$ cat config.mk
export PLATFORM = sky130hd
export DESIGN_NAME = twoway_tag_lookup
export DESIGN_NICKNAME = d
export VERILOG_FILES = /design/src/rtl/tlk_pkg.sv /design/src/rtl/tlk_way_store.sv /design/src/rtl/tlk_access_mem.sv /design/src/rtl/tlk_select.sv /design/src/rtl/twoway_tag_lookup.sv
export SDC_FILE = /design/constraint.sdc
export NUM_CORES = 1
export LEC_CHECK = 0
export CORE_ASPECT_RATIO = 1.4
export CORE_MARGIN = 5
export CORE_UTILIZATION = 50
export DETAILED_ROUTE_END_ITERATION = 8
export GPL_TIMING_DRIVEN = 0
export PLACE_DENSITY_LB_ADDON = 0.1
export RECOVER_POWER = 100
export SETUP_SLACK_MARGIN = 0.3
export SLEW_MARGIN = 30
export SYNTH_ARGS = -nofsm -noshare
export SYNTH_HDL_FRONTEND = slang
export SYNTH_HIERARCHICAL = 1
export SYNTH_SLANG_ARGS = --single-unit
export TNS_END_PERCENT = 50
$ cat constraint.sdc
create_clock -name clk -period 6.35 [get_ports clk]
set_clock_uncertainty 0.2 [all_clocks]
set_input_delay 1.27 -clock clk [delete_from_list [all_inputs] [get_ports clk]]
set_output_delay 1.27 -clock clk [all_outputs]
set_load 0.02 [all_outputs]
$ cat src/rtl/tlk_pkg.sv
package tlk_pkg;
  localparam int NUM_WAYS = 2;

  typedef enum logic {
    WAY_ZERO = 1'b0,
    WAY_ONE  = 1'b1
  } way_e;

  // Pick the way to fill: empty ways first, then the access bit.
  function automatic way_e pick_victim(input logic vld0, input logic vld1,
                                       input logic acc);
    way_e w;
    if (!vld0)      w = WAY_ZERO;
    else if (!vld1) w = WAY_ONE;
    else            w = way_e'(acc);
    return w;
  endfunction
endpackage

$ cat src/rtl/tlk_way_store.sv
module tlk_way_store #(
  parameter int IDX_W = 3,
  parameter int TAG_W = 2,
  localparam int SETS = 1 << IDX_W
) (
  input  logic             clk,
  input  logic             rst_n,
  input  logic [IDX_W-1:0] rd_idx,
  input  logic             wr_en,
  input  logic [IDX_W-1:0] wr_idx,
  input  logic [TAG_W-1:0] wr_tag,
  output logic             rd_vld,
  output logic [TAG_W-1:0] rd_tag,
  output logic [SETS-1:0]  vld_all
);
  logic [SETS-1:0]  vld_q;
  logic [TAG_W-1:0] tag_q [SETS];

  always_ff @(posedge clk or negedge rst_n) begin
    if (!rst_n) begin
      vld_q <= '0;
      for (int i = 0; i < SETS; i++) tag_q[i] <= '0;
    end else if (wr_en) begin
      vld_q[wr_idx] <= 1'b1;
      tag_q[wr_idx] <= wr_tag;
    end
  end

  assign rd_vld  = vld_q[rd_idx];
  assign rd_tag  = tag_q[rd_idx];
  assign vld_all = vld_q;
endmodule

$ cat src/rtl/tlk_access_mem.sv
module tlk_access_mem #(
  parameter int IDX_W = 3,
  localparam int SETS = 1 << IDX_W
) (
  input  logic             clk,
  input  logic             rst_n,
  input  logic [IDX_W-1:0] idx,
  input  logic             wr_en,
  input  logic             wr_bit,
  output logic             rd_bit,
  output logic [SETS-1:0]  bits_all
);
  logic [SETS-1:0] acc_q;

  always_ff @(posedge clk or negedge rst_n) begin
    if (!rst_n)     acc_q <= '0;
    else if (wr_en) acc_q[idx] <= wr_bit;
  end

  assign rd_bit   = acc_q[idx];
  assign bits_all = acc_q;
endmodule

$ cat src/rtl/tlk_select.sv
module tlk_select
  import tlk_pkg::*;
#(
  parameter int TAG_W = 2
) (
  input  logic [NUM_WAYS-1:0]            way_vld,
  input  logic [NUM_WAYS-1:0][TAG_W-1:0] way_tag,
  input  logic [TAG_W-1:0]               req_tag,
  input  logic                           acc_bit,
  output logic                           hit,
  output logic                           hit_way,
  output logic                           victim,
  output logic                           evict_vld,
  output logic [TAG_W-1:0]               evict_tag
);
  logic [NUM_WAYS-1:0] match;

  // Compare both ways of the set side by side.
  for (genvar w = 0; w < NUM_WAYS; w++) begin : g_cmp
    assign match[w] = way_vld[w] && (way_tag[w] == req_tag);
  end

  always_comb begin
    hit       = |match;
    hit_way   = match[1];
    victim    = pick_victim(way_vld[0], way_vld[1], acc_bit);
    evict_vld = !hit && (&way_vld);
    evict_tag = evict_vld ? way_tag[victim] : '0;
  end
endmodule

$ cat src/rtl/twoway_tag_lookup.sv
module twoway_tag_lookup
  import tlk_pkg::*;
#(
  parameter int IDX_W = 3,
  parameter int TAG_W = 2,
  localparam int ADDR_W = IDX_W + TAG_W,
  localparam int SETS = 1 << IDX_W
) (
  input  logic              clk,
  input  logic              rst_n,
  input  logic              lkp_req,
  input  logic [ADDR_W-1:0] lkp_addr,
  output logic              lkp_hit,
  output logic              hit_way,
  output logic              victim_way,
  output logic              evict_valid,
  output logic [TAG_W-1:0]  evict_tag
);
  logic [IDX_W-1:0]               set_idx;
  logic [TAG_W-1:0]               req_tag;
  logic [NUM_WAYS-1:0]            rd_vld;
  logic [NUM_WAYS-1:0][TAG_W-1:0] rd_tag;
  logic [NUM_WAYS*SETS-1:0]       way_vld;
  logic [SETS-1:0]                acc_bits;
  logic                           acc_rd;
  logic                           fill;

  assign set_idx = lkp_addr[IDX_W-1:0];
  assign req_tag = lkp_addr[IDX_W +: TAG_W];
  assign fill    = lkp_req && !lkp_hit;

  for (genvar w = 0; w < NUM_WAYS; w++) begin : g_way
    tlk_way_store #(.IDX_W(IDX_W), .TAG_W(TAG_W)) store_i (
      .clk     (clk),
      .rst_n   (rst_n),
      .rd_idx  (set_idx),
      .wr_en   (fill && (victim_way == w[0])),
      .wr_idx  (set_idx),
      .wr_tag  (req_tag),
      .rd_vld  (rd_vld[w]),
      .rd_tag  (rd_tag[w]),
      .vld_all (way_vld[w*SETS +: SETS])
    );
  end

  tlk_access_mem #(.IDX_W(IDX_W)) acc_i (
    .clk      (clk),
    .rst_n    (rst_n),
    .idx      (set_idx),
    .wr_en    (lkp_req),
    .wr_bit   (lkp_hit ? hit_way : victim_way),
    .rd_bit   (acc_rd),
    .bits_all (acc_bits)
  );

  tlk_select #(.TAG_W(TAG_W)) sel_i (
    .way_vld   (rd_vld),
    .way_tag   (rd_tag),
    .req_tag   (req_tag),
    .acc_bit   (acc_rd),
    .hit       (lkp_hit),
    .hit_way   (hit_way),
    .victim    (victim_way),
    .evict_vld (evict_valid),
    .evict_tag (evict_tag)
  );
endmodule

==> results of run 1 <==
==> what timing repair did <==
action,CTS,global route
gates resized for setup,2,2
cloned,0,0
endpoints found under the setup margin,4,2
==> state kept, by name (all words and copies together) (netlist names) <==
signal	count
g_way.store_i/vld_all	16
g_way.store_i/tag_q	32
acc_i/bits_all	8
==> per-layer routing <==
layer  vias up  GRT usage  wire length, um
met5         -          0                0
met4         0     0.0572               93
met3         9     0.0313              206
met2        44      0.248             2820
met1       903      0.228             2440
li1        764          -                -
==> worst min-delay path by stage <==
| stage | startpoint | to | slack (ns) | cells after the start |
|---|---|---|---|---|
| 3_5_place_dp | g_way[1].store_i/vld_all[3] | g_way[1].store_i/vld_all[3] | 0.25 | 1 |
| 5_1_grt | g_way[1].store_i/vld_all[7] | g_way[1].store_i/vld_all[7] | 0.29 | 1 |
| 4_1_cts | g_way[1].store_i/vld_all[3] | g_way[1].store_i/vld_all[3] | 0.27 | 1 |
| 2_1_floorplan | g_way[1].store_i/vld_all[4] | g_way[1].store_i/vld_all[4] | 0.22 | 1 |
| 3_3_place_gp | g_way[1].store_i/vld_all[1] | g_way[1].store_i/vld_all[1] | 0.24 | 1 |
| 6_report | g_way[1].store_i/vld_all[3] | g_way[1].store_i/vld_all[3] | 0.27 | 1 |
==> layout by cell type, fill, tap and decap left out, types with 2 or more instances in the layout <==
cell type        count
a211oi_2             2
and4bb_1             6
and4bb_2             2
buf_2                2
buf_6                5
clkbuf_1             4
clkbuf_8             5
clkdlybuf4s50_1      4
dfrtp_1             56
dlygate4sd3_1        5
mux2_1               2
mux2_2              46
mux4_1              14
nand2b_1             8
nand3b_1             2
nand4_1              3
nand4b_1             9
nor2_1               2
nor4b_1              3
o21ai_0              2
or2_1                3
or2_2                5
xnor2_1              4
==> cell type report <==
class                   instances  area (um^2)  share of cell area
inverters                       1         3.75             0.00118
clock buffers                   6         72.6              0.0229
multi-input cells             121         1380               0.436
repair buffers                 14          123              0.0387
clock inverters                 2         35.0              0.0110
well taps                      68         85.1              0.0268
flip-flops and latches         56         1400               0.442
plain buffers                   7         66.3              0.0209
==> power breakdown <==
part | internal [mW] | switching, mW | leakage, nW
sequential | 0.531 | 0.0843 | 0.665
combinational | 0.314 | 0.252 | 0.628
clock | 0.117 | 0.107 | 0.0552
total | 0.962 | 0.443 | 1.35
==> logic make-up (layout without fill, tap and decap cells) <==
| group | after synthesis | after routing | synth area share |
|---|---|---|---|
| and+or+nand+nor | 49 | 49 | 0.138 |
| muxes | 62 | 62 | 0.318 |
| xor gates and xnor gates | 4 | 4 | 0.0122 |
| AOI/OAI and AO/OA | 6 | 6 | 0.0179 |
| DFF | 56 | 56 | 0.489 |
| buffers and inverters | 8 | 30 | 0.0244 |
==> summary.txt, run 1 <==
Post-layout util = 0.574
Power per cell area = 443 nW/um^2
Reg2reg setup slack = 2.23 ns
Register area share after synthesis = 0.489
CP Class = in2out
CP bufs+invs = 4
Overall Power = 1.40 mW
Period utilization = 0.947
Worst-Margin Slew = 1.50 ns
Largest stage delay, worst path = 0.71 ns
Failing checks = capacitance limit, slew limit
Most used cell, CP = buf_6
First DRT Iteration DRCs = 106
Layout Area Growth over Synthesis = 10.6%
R2R depth = 9
Layout cells sized above 1 = 0.333
Synth cell types = 29
Core area = 5530 um^2
Top cell type's share of synthesized area = 0.489
Critical path depth in cells = 9
Max FO, Critical Path = 19
Startpoint Class = input pin
Worst-path clk slew = 0.09 ns
Hold_buf cts = 0
Die Ht = 99.6 um
# port buffers = 13
ANT nets after route = 0
Hold Slack = 0.266 ns
Final setup viols = 0
HP Class = reg2reg
Setup TNS = 0 ns
GPL Wtd Cong = 0.767
Synth Register Bits = 56
Post-synthesis cell area = 2870 um^2
Peak VDD IR = 0.000244 V
Die W = 74.0 um
WL/cell = 20.2 um
Final WS setup = 0.336 ns
Worst Setup End Kind = output pin
Vias = 1,720
DRC errors left = 0
Post-CTS setup buffer count = 0
Crit path launch = lkp_addr[0]
First-pass GRT wire length = 9.11 mm
Maxcap violations = 1
Area contributors post-synth = dfrtp_1, mux2_2, mux4_1
Critical path arrival = 4.54 ns
Slew margin rel. = -0.00256
DP Worst Slack = 0.0607 ns
Cell area after placement = 3100 um^2
Clock Latency Late Sink = 0.30 ns
Root buf cell = clkbuf_8
EDFF count, synth = 0
Initial Util = 0.519
Largest net degree at the start of global routing = 30
RR Endpoint = g_way[0].store_i/tag_q[15]
Grt total ovfl = 0
Final hold viol count = 0
CTS sink cnt = 56
Fmax = 166 MHz
Outcome = finished with violations
HPWL Detailed = 3.91 mm
Slowest cell on the critical path = dlygate4sd3_1
IO Count = 14
Number of levels in the clock H-tree = 2
Nets = 214
Synth top cells by count = dfrtp_1, mux2_2, mux4_1, nand4b_1, nand2b_1
Final min period = 6.01 ns
GRT Util Overall = 0.162
Non-Filler Instances = 275
Top Family by Delay on Critical Path = buffers and inverters
Filler instances = 456
CP cell instances = dlygate4sd2_1 > buf_6 > mux4_1 > mux2_1 > xnor2_1 > and3_1 > buf_6 > a211oi_2 > dlygate4sd3_1
Fraction of registers with async set/reset = 1.00
Fin. max-slew vios = 29
Yosys top cell by area = dfrtp_1
Unrepaired setup endpoints after global routing = no
Via density = 6.25
CTS tree = done
Initial antenna violation count = 0
Most frequent cell after synthesis = dfrtp_1
Syn Area/Cell = 15.5 um^2
Syn_nets = 193
Clk buf depth = 2
CP required = 4.88 ns
Num CTS Buffers = 5
N_diodes = 0
Pre-antenna DRT Iters = 4
Routed Wire Length = 5.56 mm
Cell Rows = 32
Reg-to-Reg Start = g_way[1].store_i/tag_q[8]
Die area = 7370 um^2
Syn Inst Count = 185
Main synth FF type = dfrtp_1
Leakage dissipation = 1.35 nW
Design Area, Final = 3170 um^2
Vias in the first global route = 1,790
CP endpoint = evict_tag[0]
Placed cells = 267
Synth warn = 6
No activity file was read; power rests on OpenSTA's default activity.
==> inputs of run 2 (changes only) <==
--- a/config.mk
+++ b/config.mk
@@ -12,8 +12,6 @@
 export GPL_TIMING_DRIVEN = 0
 export PLACE_DENSITY_LB_ADDON = 0.1
 export RECOVER_POWER = 100
-export SETUP_SLACK_MARGIN = 0.3
-export SLEW_MARGIN = 30
 export SYNTH_ARGS = -nofsm -noshare
 export SYNTH_HDL_FRONTEND = slang
 export SYNTH_HIERARCHICAL = 1
==> run 2 against run 1 <==
The run still ends with capacitance limit, slew limit left. Clock-buffer cell count is the same. Wire length grew 0.54%. Utilization grew 0.091 points. Critical endpoint is now lkp_hit. Largest power group unchanged.
==> summary.txt, run 2 (synthesis results as in run 1) <==
R2R depth = 9 (unchanged)
ANT nets after route = 0 (unchanged)
Hold_buf cts = 0 (unchanged)
IO Count = 14 (unchanged)
CTS sink cnt = 56 (unchanged)
Sequential share of power = 0.436 (was 0.438)
Power per cell area = 445 nW/um^2 (was 443 nW/um^2)
Largest register FFs = 32 (unchanged)
Period utilization = 0.977 (was 0.947)
Clock share of power = 0.159 (was 0.160)
Startpoint Class = input pin (unchanged)
Filler instances = 454 (was 456)
Peak VDD IR = 0.000243 V (was 0.000244 V)
Grt total ovfl = 0 (unchanged)
DRC errors left = 0 (unchanged)
Cell Rows = 32 (unchanged)
Die W = 74.0 um (unchanged)
Leakage dissipation = 1.33 nW (was 1.35 nW)
Final min period = 6.21 ns (was 6.01 ns)
Final hold viol count = 0 (unchanged)
Met3 Use GR = 0.0303 (was 0.0313)
Commonest non-fill, non-tap cell in the layout = dfrtp_1 (unchanged)
Largest Register = g_way.store_i/tag_q (unchanged)
Hold Crit Depth = 1 (unchanged)
Die Ht = 99.6 um (unchanged)
GRT Util Overall = 0.161 (was 0.162)
Failing checks = capacitance limit, slew limit (unchanged)
Final setup viols = 0 (unchanged)
Slowest cell on the critical path = clkdlybuf4s50_1 (was dlygate4sd3_1)
Switch Pwr = 0.446 mW (was 0.443 mW)
Fin. max-slew vios = 30 (was 29)
Initial Util = 0.519 (unchanged)
CTS resizes = 0 (was 2)
Nets = 214 (unchanged)
Pre-antenna DRT Iters = 4 (unchanged)
Clk buf depth = 2 (unchanged)
Root buf cell = clkbuf_8 (unchanged)
Worst-Margin Slew = 1.52 ns (was 1.50 ns)
Clock Latency Late Sink = 0.30 ns (about the same)
Fmax = 161 MHz (was 166 MHz)
Largest net degree at the start of global routing = 30 (unchanged)
Worst Setup End Kind = output pin (unchanged)
Via density = 6.28 (was 6.25)
First DRT Iteration DRCs = 76 (was 106)
Most used cell, CP = buf_6 (unchanged)
Maxcap violations = 1 (unchanged)
CTS tree = done (unchanged)
Met2 Use GR = 0.248 (unchanged)
Part of the power in combinational logic = 0.405 (was 0.403)
# port buffers = 13 (unchanged)
Die area = 7370 um^2 (unchanged)
Design Area, Final = 3180 um^2 (was 3170 um^2)
CP Class = in2out (unchanged)
Worst-path clk slew = 0.10 ns (was 0.09 ns)
Post-CTS setup buffer count = 0 (unchanged)
Outcome = finished with violations (unchanged)
Max FO, Critical Path = 19 (unchanged)
RR Endpoint = g_way[0].store_i/tag_q[15] (unchanged)
Vias in the first global route = 1,793 (was 1,790)
N_diodes = 0 (unchanged)
Reg-to-Reg Start = g_way[1].store_i/tag_q[8] (unchanged)
Core area = 5530 um^2 (unchanged)
HPWL Detailed = 3.91 mm (about the same)
First-pass GRT wire length = 9.10 mm (was 9.11 mm)
HP Class = reg2reg (unchanged)
Unrepaired setup endpoints after global routing = no (unchanged)
Most frequent cells in the layout = dfrtp_1, mux2_2, mux4_1 (unchanged)
WL/cell = 20.3 um (was 20.2 um)
Met1 GRT Util = 0.228 (unchanged)
Largest stage delay, worst path = 0.96 ns (was 0.71 ns)
Initial antenna violation count = 0 (unchanged)
GPL Wtd Cong = 0.767 (unchanged)
Slew margin rel. = -0.0159 (was -0.00256)
Vias = 1,727 (was 1,720)
Number of levels in the clock H-tree = 2 (unchanged)
Reg2reg setup slack = 2.21 ns (was 2.23 ns)
Sw Share = 0.316 (was 0.315)
Layout Area Growth over Synthesis = 10.8% (was 10.6%)
Layout cells sized above 1 = 0.338 (was 0.333)
Setup TNS = 0 ns (unchanged)
CP required = 4.88 ns (about the same)
Routed Wire Length = 5.59 mm (was 5.56 mm)
Cell area after placement = 3100 um^2 (about the same)
CP cell instances = clkdlybuf4s50_1 > buf_6 > mux4_1 > mux2_2 > xnor2_1 > and3_1 > buf_6 > a31o_1 > dlygate4sd3_1 (was dlygate4sd2_1 > buf_6 > mux4_1 > mux2_1 > xnor2_1 > and3_1 > buf_6 > a211oi_2 > dlygate4sd3_1)
Int Power = 0.966 mW (was 0.962 mW)
Grt peak-use layer = met2 (unchanged)
Num CTS Buffers = 5 (unchanged)
Worst Hold End = g_way[1].store_i/vld_all[3] (unchanged)
Hold Path Origin = g_way[1].store_i/vld_all[3] (unchanged)
Critical path arrival = 4.74 ns (was 4.54 ns)
-- run 2: changes by cell type in the layout (fill, tap and decap cells not counted) --
cell	delta
mux2_2	+1
clkbuf_1	-1
mux2_1	-1
dlygate4sd2_1	-1
clkdlybuf4s50_1	+5
dlygate4sd3_1	-2
dlymetal6s2s_1	-1
-- run 2: how the worst max path moves through the flow --
stage / start / to / slack (ns) / cells after the start
floorplan: lkp_addr[0] / g_way[0].store_i/tag_q[14] / 1.81 / 10
global placement: lkp_addr[0] / evict_tag[1] / 0.20 / 9
detailed placement: lkp_addr[0] / g_way[0].store_i/tag_q[14] / 0.06 / 11
CTS: lkp_addr[0] / evict_tag[1] / 0.14 / 9
global route: lkp_addr[2] / evict_tag[1] / 0.03 / 8
finish: lkp_addr[0] / lkp_hit / 0.14 / 9
-- run 2: metal layers --
metal | vias up | part of all wire | routed length [um]
met4 | 0 | 0.017 | 93
met3 | 9 | 0.034 | 191
met5 | - | 0 | 0
met2 | 43 | 0.50 | 2810
met1 | 908 | 0.45 | 2500
li1 | 767 | - | -
-- run 2: through the flow --
step | std cells | hold slack, ns | setup WS, ns | total power [mW] | utilization
4_1_cts | 275 | 0.274 | 0.136 | 1.44 | 0.580
5_1_grt | 275 | 0.287 | 0.0263 | 1.50 | 0.575
6_report | 275 | 0.267 | 0.144 | 1.41 | 0.575
2_1_floorplan | 185 | 0.224 | 1.81 | 1.02 | -
3_3_place_gp | 266 | 0.242 | 0.196 | 1.17 | 0.558
3_5_place_dp | 267 | 0.248 | 0.0607 | 1.21 | 0.560
-- run 2: final cells by class --
| class | instances | area, um^2 | area share |
|---|---|---|---|
| Buffer | 7 | 66.3 | 0.0209 |
| Tap cell | 68 | 85.1 | 0.0268 |
| Multi-Input combinational cell | 121 | 1380 | 0.436 |
| Clock buffer | 6 | 72.6 | 0.0229 |
| Clock inverter | 2 | 35.0 | 0.0110 |
| Inverter | 1 | 3.75 | 0.00118 |
| Sequential cell | 56 | 1400 | 0.441 |
| Timing Repair Buffer | 14 | 128 | 0.0402 |
-- run 2: critical path: cells and delay by family --
kind,cells,cell delay [ns]
mux,2,0.89
compound gates,1,0.23
buf+inv,4,1.99
xor+xnor,1,0.13
simple gates,1,0.22
-- run 2: power by group through the flow --
stage / clock, mW / combinational, mW / sequential, mW
5_1_grt: 0.246 / 0.622 / 0.634
2_1_floorplan: 0 / 0.434 / 0.583
3_5_place_dp: 0 / 0.591 / 0.623
6_report: 0.224 / 0.572 / 0.616
4_1_cts: 0.234 / 0.594 / 0.617
3_3_place_gp: 0 / 0.564 / 0.606
==> inputs of run 3 (changes only) <==
--- a/config.mk
+++ b/config.mk
@@ -11,7 +11,6 @@
 export DETAILED_ROUTE_END_ITERATION = 8
 export GPL_TIMING_DRIVEN = 0
 export PLACE_DENSITY_LB_ADDON = 0.1
-export RECOVER_POWER = 100
 export SYNTH_ARGS = -nofsm -noshare
 export SYNTH_HDL_FRONTEND = slang
 export SYNTH_HIERARCHICAL = 1
==> run 3 against run 2 <==
The flow now finishes without violations. Worst setup slack better by 0.0019 ns. Die area stayed put. Sequential share of layout area is 0.40 points lower. Cell count stayed put. Clock power hardly changed. Non-clock buffer count stayed put. Register-to-register slack hardly changed. Combinational power is 3% higher. Largest power group unchanged. Highest routed layer unchanged.
==> summary.txt, run 3 (synthesis results as in run 1) <==
Outcome = complete, no violations (was finished with violations)
IO Count = 14 (unchanged)
Final setup viols = 0 (unchanged)
Die W = 74.0 um (unchanged)
Period utilization = 0.977 (about the same)
Fin. max-slew vios = 0 (was 30)
Initial antenna violation count = 0 (unchanged)
Critical path arrival = 4.73 ns (was 4.74 ns)
CTS tree = done (unchanged)
GPL Wtd Cong = 0.767 (unchanged)
Largest net degree at the start of global routing = 30 (unchanged)
Clk buf depth = 2 (unchanged)
CTS sink cnt = 56 (unchanged)
Fmax = 161 MHz (about the same)
Maxcap violations = 0 (was 1)
Largest Register = g_way.store_i/tag_q (unchanged)
Largest register FFs = 32 (unchanged)
Final hold viol count = 0 (unchanged)
HP Class = reg2reg (unchanged)
N_diodes = 0 (unchanged)
First DRT Iteration DRCs = 61 (was 76)
DRC errors left = 0 (unchanged)
CTS resizes = 0 (unchanged)
Routed Wire Length = 5.55 mm (was 5.59 mm)
Post-CTS setup buffer count = 0 (unchanged)
Slew margin rel. = 0.308 (was -0.0159)
Peak VDD IR = 0.000243 V (about the same)
Vias = 1,701 (was 1,727)
Core area = 5530 um^2 (unchanged)
Most frequent cells in the layout = dfrtp_1, mux2_2, mux4_1 (unchanged)
Unrepaired setup endpoints after global routing = no (unchanged)
Cell area after placement = 3100 um^2 (unchanged)
Power per cell area = 445 nW/um^2 (about the same)
Layout cells sized above 1 = 0.377 (was 0.338)
Layout Area Growth over Synthesis = 11.8% (was 10.8%)
Clock Latency Late Sink = 0.30 ns (about the same)
Startpoint Class = input pin (unchanged)
Grt total ovfl = 0 (unchanged)
Die Ht = 99.6 um (unchanged)
Vias in the first global route = 1,793 (unchanged)
Die area = 7370 um^2 (unchanged)
Setup TNS = 0 ns (unchanged)
Hold_buf cts = 0 (unchanged)
Final min period = 6.20 ns (was 6.21 ns)
Initial Util = 0.519 (unchanged)
Pre-antenna DRT Iters = 4 (unchanged)
Worst Setup End Kind = output pin (unchanged)
Root buf cell = clkbuf_8 (unchanged)
Commonest non-fill, non-tap cell in the layout = dfrtp_1 (unchanged)
Leakage dissipation = 1.33 nW (about the same)
Worst-Margin Slew = 1.04 ns (was 1.52 ns)
Design Area, Final = 3200 um^2 (was 3180 um^2)
ANT nets after route = 0 (unchanged)
CP Class = in2out (unchanged)
WL/cell = 20.2 um (was 20.3 um)
# port buffers = 13 (unchanged)
Nets = 214 (unchanged)
Via density = 6.19 (was 6.28)
First-pass GRT wire length = 9.10 mm (unchanged)
HPWL Detailed = 3.91 mm (unchanged)
GRT Util Overall = 0.161 (unchanged)
Max FO, Critical Path = 24 (was 19)
CP required = 4.88 ns (about the same)
Cell Rows = 32 (unchanged)
Filler instances = 448 (was 454)
Num CTS Buffers = 5 (unchanged)
Worst-path clk slew = 0.10 ns (about the same)
Number of levels in the clock H-tree = 2 (unchanged)
## run 3: changes by cell type in the layout (fill, tap and decap cells not counted), sizes merged
cell           delta
clkdlybuf4s50     +3
dlygate4sd3       -3
clkbuf            -2
buf               +2
## run 3: area by class of cell
cell class,instances,area [um^2],share of cell area
flip-flops and latches,56,1400,0.437
multi-input cells,121,1400,0.435
repair buffers,14,145,0.0453
well taps,68,85.1,0.0266
clock buffers,6,72.6,0.0226
plain buffers,7,66.3,0.0207
clock inverters,2,35.0,0.0109
inverters,1,3.75,0.00117
## run 3: power breakdown
group,total [mW],internal [mW],switching [mW]
logic,0.589,0.334,0.255
clock network,0.224,0.117,0.107
registers,0.615,0.531,0.0844
total,1.43,0.982,0.446
## run 3: routing by layer
metal / GRT usage / up-vias / wire, um
met1: 0.228 / 900 / 2520
met2: 0.248 / 28 / 2790
met3: 0.0303 / 7 / 153
met4: 0.0572 / 0 / 86
li1: - / 766 / -
met5: 0 / - / 0
## run 3: stage by stage
stage / total power [mW] / hold WS (ns) / std cells / setup slack, ns / utilization
5_1_grt: 1.52 / 0.287 / 275 / 0.0214 / 0.580
3_5_place_dp: 1.21 / 0.248 / 267 / 0.0607 / 0.560
2_1_floorplan: 1.02 / 0.224 / 185 / 1.81 / -
3_3_place_gp: 1.17 / 0.242 / 266 / 0.196 / 0.558
6_report: 1.43 / 0.271 / 275 / 0.146 / 0.580
4_1_cts: 1.44 / 0.274 / 275 / 0.136 / 0.580
## run 3: path summary, 6_finish.rpt
kind | startpoint | end | slack [ns] | cells past startpoint
worst max-delay path | lkp_addr[2] | evict_tag[1] | 0.15 | 8
worst min-delay path | g_way[1].store_i/vld_all[6] | g_way[1].store_i/vld_all[6] | 0.27 | 1
worst max register to register | g_way[1].store_i/tag_q[8] | g_way[0].store_i/tag_q[15] | 2.22 | 9
worst min register to register | g_way[1].store_i/vld_all[6] | g_way[1].store_i/vld_all[6] | 0.27 | 1
max in group asynchronous | rst_n | g_way[1].store_i/tag_q[13] | 4.57 | 2
min in group asynchronous | rst_n | g_way[0].store_i/tag_q[2] | 0.80 | 1
## run 3: critical path, stage by stage
cell             delay, ns
clkdlybuf4s50_1       1.08
buf_6                 0.23
mux4_1                0.57
mux2_2                0.33
nor2b_1               0.18
nand3b_1              0.19
a211oi_2              0.23
clkdlybuf4s50_1       0.64
